File: src/rtl/stat_irq_pkg.sv
package stat_irq_pkg;
  localparam int ADDR_W     = 8;
  localparam int DATA_W     = 8;
  localparam int NUM_GPI    = 4;
  localparam int SYNC_DEPTH = 2;
  localparam int BIT_SLEEP  = 6;
  localparam int BIT_CLKRDY = 5;

  localparam logic [ADDR_W-1:0] EN_ADDR = 8'h07;
  localparam logic [ADDR_W-1:0] ST_ADDR = 8'h08;

  // bits that carry a function in both registers
  function automatic logic [DATA_W-1:0] live_mask();
    logic [DATA_W-1:0] m;
    m = '0;
    m[NUM_GPI-1:0] = '1;
    m[BIT_SLEEP]   = 1'b1;
    m[BIT_CLKRDY]  = 1'b1;
    return m;
  endfunction

  // summary interrupt: any source both pending and enabled
  function automatic logic irq_any(input logic [DATA_W-1:0] st,
                                   input logic [DATA_W-1:0] en);
    return |(st & en);
  endfunction
endpackage

File: src/rtl/gpi_change_det.sv
module gpi_change_det #(
  parameter int N      = 4,
  parameter int STAGES = 2
) (
  input  logic         clk,
  input  logic         rst_n,
  input  logic [N-1:0] pin,
  output logic [N-1:0] chg
);
  for (genvar g = 0; g < N; g++) begin : g_pin
    logic [STAGES-1:0] sh;
    logic              prev;
    always_ff @(posedge clk or negedge rst_n) begin
      if (!rst_n) begin
        sh   <= '0;
        prev <= 1'b0;
      end else begin
        sh   <= {sh[STAGES-2:0], pin[g]};
        prev <= sh[STAGES-1];
      end
    end
    assign chg[g] = sh[STAGES-1] ^ prev;
  end
endmodule

File: src/rtl/stat_flags.sv
module stat_flags #(
  parameter int N = 4
) (
  input  logic         clk,
  input  logic         rst_n,
  input  logic [N-1:0] chg,
  input  logic         rd_clr,
  input  logic         sleep_lvl,
  input  logic         rdy_lvl,
  output logic [N-1:0] gpi_st,
  output logic         sleep_st,
  output logic         rdy_st
);
  always_ff @(posedge clk or negedge rst_n) begin
    if (!rst_n) begin
      gpi_st   <= '0;
      sleep_st <= 1'b0;
      rdy_st   <= 1'b0;
    end else begin
      // a fresh event wins over the clear so nothing is lost
      gpi_st   <= (gpi_st & ~{N{rd_clr}}) | chg;
      sleep_st <= sleep_lvl;
      rdy_st   <= rdy_lvl;
    end
  end
endmodule

File: src/rtl/stat_irq_unit.sv
module stat_irq_unit
  import stat_irq_pkg::*;
(
  input  logic              clk,
  input  logic              rst_n,
  input  logic [NUM_GPI-1:0] gpi_in,
  input  logic              sleep_active,
  input  logic              clk_enabled,
  input  logic              clk_settled,
  input  logic              ext_clk_sel,
  input  logic [ADDR_W-1:0] reg_addr,
  input  logic              reg_wr,
  input  logic [DATA_W-1:0] reg_wdata,
  input  logic              reg_rd,
  output logic [DATA_W-1:0] reg_rdata,
  output logic              irq_out
);
  localparam logic [DATA_W-1:0] LIVE = live_mask();

  logic [NUM_GPI-1:0] gpi_chg;
  logic [NUM_GPI-1:0] gpi_st;
  logic               sleep_st, rdy_st;
  logic [DATA_W-1:0]  stat_byte;
  logic [DATA_W-1:0]  en_q;
  logic [DATA_W-1:0]  rd_mux;
  logic               en_wr_hit, st_rd_hit;
  logic               sleep_lvl, rdy_lvl;

  assign en_wr_hit = reg_wr && (reg_addr == EN_ADDR);
  assign st_rd_hit = reg_rd && (reg_addr == ST_ADDR);
  assign sleep_lvl = sleep_active && clk_enabled;
  assign rdy_lvl   = clk_settled && clk_enabled && !ext_clk_sel;

  gpi_change_det #(.N(NUM_GPI), .STAGES(SYNC_DEPTH)) u_det (
    .clk  (clk),
    .rst_n(rst_n),
    .pin  (gpi_in),
    .chg  (gpi_chg)
  );

  stat_flags #(.N(NUM_GPI)) u_flags (
    .clk      (clk),
    .rst_n    (rst_n),
    .chg      (gpi_chg),
    .rd_clr   (st_rd_hit),
    .sleep_lvl(sleep_lvl),
    .rdy_lvl  (rdy_lvl),
    .gpi_st   (gpi_st),
    .sleep_st (sleep_st),
    .rdy_st   (rdy_st)
  );

  always_comb begin
    stat_byte              = '0;
    stat_byte[NUM_GPI-1:0] = gpi_st;
    stat_byte[BIT_SLEEP]   = sleep_st;
    stat_byte[BIT_CLKRDY]  = rdy_st;
  end

  always_ff @(posedge clk or negedge rst_n) begin
    if (!rst_n)         en_q <= '0;
    else if (en_wr_hit) en_q <= reg_wdata & LIVE;
  end

  always_comb begin
    unique case (reg_addr)
      EN_ADDR: rd_mux = en_q;
      ST_ADDR: rd_mux = stat_byte;
      default: rd_mux = '0;
    endcase
  end

  always_ff @(posedge clk or negedge rst_n) begin
    if (!rst_n) reg_rdata <= '0;
    else        reg_rdata <= reg_rd ? rd_mux : '0;
  end

  assign irq_out = irq_any(stat_byte, en_q);
endmodule

File: config.mk
export PLATFORM = sky130hd
export DESIGN_NAME = stat_irq_unit
export DESIGN_NICKNAME = d
export VERILOG_FILES = /design/src/rtl/stat_irq_pkg.sv /design/src/rtl/gpi_change_det.sv /design/src/rtl/stat_flags.sv /design/src/rtl/stat_irq_unit.sv
export SDC_FILE = /design/constraint.sdc
export NUM_CORES = 1
export LEC_CHECK = 0
export ABC_CLOCK_PERIOD_IN_PS = 2040
export CAP_MARGIN = 10
export CELL_PAD_IN_SITES_DETAIL_PLACEMENT = 0
export CELL_PAD_IN_SITES_GLOBAL_PLACEMENT = 1
export CORE_ASPECT_RATIO = 0.6
export CORE_MARGIN = 2
export CORE_UTILIZATION = 26
export CTS_CLUSTER_DIAMETER = 30
export CTS_CLUSTER_SIZE = 30
export DETAILED_ROUTE_END_ITERATION = 10
export GPL_TIMING_DRIVEN = 0
export PLACE_DENSITY_LB_ADDON = 0.1
export SYNTH_ARGS = -nofsm -noshare
export SYNTH_HDL_FRONTEND = slang
export SYNTH_SLANG_ARGS = --single-unit
File: constraint.sdc
create_clock -name clk -period 2.04 [get_ports clk]
set_input_delay 0.408 -clock clk [delete_from_list [all_inputs] [get_ports clk]]
set_output_delay 0.408 -clock clk [all_outputs]
set_load 0.01 [all_outputs]
==> run summary <==
Worst path max stage delay - 490 ps
# diodes - 0
drt wl/cell - 12.31 um
die width - 90.23 um
Worst EP arrival - 1540 ps
CP Data Required Time - 1630 ps
total wire length - 2252 um
Slew Limit Headroom - 66.51%
first-pass GRT wire length - 3767 um
Worst Tran Pin Value - 500.8 ps
startpoint of the worst hold path - u_det.g_pin[0].sh[0]
hold_buf cts - 0
min Tclk post-route - 1953 ps
Worst R2R Start - u_det.g_pin[0].sh[1]
fin. max-slew vios - 0
drt pass-1 iters - 4
Worst Setup Start Kind - register
share of layout cells above drive strength 1 - 17.07%
Max VDD drop - 0.2660 mV
DRC Markers - 0
Fin Clk Skew - 6.670 ps
Congestion Overflow GR - 0
Filler cells - 429
sequential cell area fraction in the yosys report - 64.72%
Top Layer Used - met4
NetSw - 269.9 uW
CP Class - register to output pin
Longest Clk Path Bufs - 2
TritonCTS buffer count - 5
Resize count post-CTS - 0
Final Setup Violations - 0
Worst Hold Path Cells - 0
RSZ-0062 raised after global routing - no
routed wl met3 - 202 um
Internal - 1029 uW
# port buffers - 32
Setup Slack @ Placement - 75.54 ps
wire length on met2 - 1021 um
DIE AREA - 0.005029 sq mm
pin count of the biggest net entering global routing - 21
Post-Syn Area - 0.001160 sq mm
clock share of power - 42.6%
status - finished, final reports clean
setup tns final - 0 ps
CP Capture Type - output pin
P per Cell Area - 771.2 mW/mm^2
crit-path cells - a22oi_1, nand3_1, clkdlybuf4s50_1
post-DP HPWL - 1734 um
WL met1 - 994 um
Sequential Power Share - 48.2%
Max FO, Critical Path - 3
Core ar. - 0.004189 sq mm
Ports - 37
Root Driver - clkbuf_8
most common cell after layout, fill and taps aside - clkdlybuf4s50_1
worst hold endpoint - u_det.g_pin[0].sh[1]
FMAX - 0.5121 GHz
Critical Path Slowest Stage Cell - clkdlybuf4s50_1
# rows - 18
Final Cycle Share - 95.73%
drt initial violations - 42
Starting Density - 27.69%
Max Cap Viol - 0
Tot GR Track Use - 10.10%
initial antenna violation count - 0
Clock transition at path regs - 70 ps
Leak Pwr - 0.0007001 uW
Post-Syn Instances - 81
R2R Setup Slk - 1250 ps
vias in the first global route - 759
Buf/Inv on CP - 1
Clk Latency, worst-skew pair - 280 ps
DR vias - 766
worst reg2reg endpoint - u_flags.gpi_st[0]
commonest cells after routing, fill and taps aside - clkdlybuf4s50_1, dfrtp_1, nand3_1
remaining antenna violation count - 0
worst hold path type - register to register
Area Growth Syn to Fin - 45.20%
Ys Warns - 0
Via-to-Cell Ratio - 4.186
CTS tree - done
Final Util - 40.20%
design area - 0.001684 sq mm
Placer Congestion - 0.7376
final hold violation count - 0
Syn Area/Cell - 14.32 sq um
H-tree Lvls - 2
Placed Area - 0.001574 sq mm
CP top delay family - buffers and inverters
Sw Ratio - 20.78%
clk sink count - 30
r2r worst-path depth - 2
synth unique cells - 19
share of total power in combinational logic - 9.2%
# nets final - 150
die height - 55.74 um
flop and latch count out of synthesis - 30
final worst slack - 87.20 ps
post-CTS setup buffers - 0
per-layer routing:
layer  global-route usage, %  vias to the layer above
met1                   13.13                      362
met2                   14.18                       32
li1                        -                      367
met5                       0                        -
met4                   4.615                        0
met3                   4.878                        5
through the flow:
stage                     total power, uW  hold WS, ps  std cells
after floorplan                     671.9        112.4         82
after global placement              753.0        334.3        174
after detailed placement            758.5        334.7        175
after CTS                            1321        348.5        183
after global routing                 1361        352.9        183
final                                1299        340.9        183
Yosys cell counts:
library cell | number | area share [%]
and2_1 | 1 | 0.54
nor2_1 | 1 | 0.32
and4b_1 | 1 | 0.86
a21oi_1 | 6 | 2.6
nor4_4 | 1 | 1.8
a21o_1 | 4 | 2.6
a22oi_1 | 3 | 1.9
buf_6 | 1 | 0.97
clkbuf_1 | 2 | 0.65
mux2_4 | 6 | 7.8
nor4b_4 | 1 | 2.0
conb_1 | 1 | 0.32
nand2_1 | 1 | 0.32
nand3_4 | 1 | 1.5
nand3_1 | 14 | 6.0
dfrtp_1 | 30 | 65
or4_1 | 1 | 0.65
buf_4 | 2 | 1.3
xor2_1 | 4 | 3.0
layout make-up:
| class | instances | area, sq um | share of cell area (%) |
|---|---|---|---|
| multi-input cells | 47 | 379.1 | 22.51 |
| plain buffers | 5 | 33.78 | 2.006 |
| well taps | 60 | 75.07 | 4.458 |
| flip-flops and latches | 30 | 750.7 | 44.58 |
| repair buffers | 33 | 335.3 | 19.91 |
| clock buffers | 8 | 110.1 | 6.538 |
worst register-to-register path, delay by kind of cell (launching register included):
| kind | cells | cell delay, ps |
|---|---|---|
| AOI/OAI and AO/OA | 1 | 150 |
| xor gates and xnor gates | 1 | 140 |
| DFF | 1 | 390 |
kinds of logic (layout without fill, tap and decap cells):
group / count (synthesis) / after routing / share of synthesized area [%]
compound gates: 13 / 13 / 7.120
simple gates: 22 / 22 / 14.13
buf+inv: 5 / 46 / 2.912
other cells: 1 / 2 / 0.3233
flops: 30 / 30 / 64.72
mux: 6 / 6 / 7.767
xor+xnor: 4 / 4 / 3.020
state kept, by name, indices dropped and copies added, names as in the netlist:
signal and flops:
u_det.g_pin.sh 8, en_q 6, reg_rdata 6, u_det.g_pin.prev 4, u_flags.gpi_st 4, u_flags.rdy_st 1
u_flags.sleep_st 1
worst max path at each step:
stage	from	to	slack [ps]	cells after the start
after floorplan	reg_addr[7]	en_q[0]	710	3
after global placement	rst_n	reg_rdata[1]	40	1
after detailed placement	reg_addr[1]	u_flags.gpi_st[0]	80	4
after CTS	en_q[1]	irq_out	80	3
after global routing	en_q[1]	irq_out	40	3
final	en_q[1]	irq_out	90	3
power groups by stage:
stage                     Sequential (uW)  Combinational [uW]  Clock, uW
after detailed placement              637                 121          0
after global routing                  629                 130        602
after floorplan                       634                37.4          0
after global placement                637                 116          0
after CTS                             626                 122        572
final                                 626                 119        553
Power figures use the tool's default switching activity.
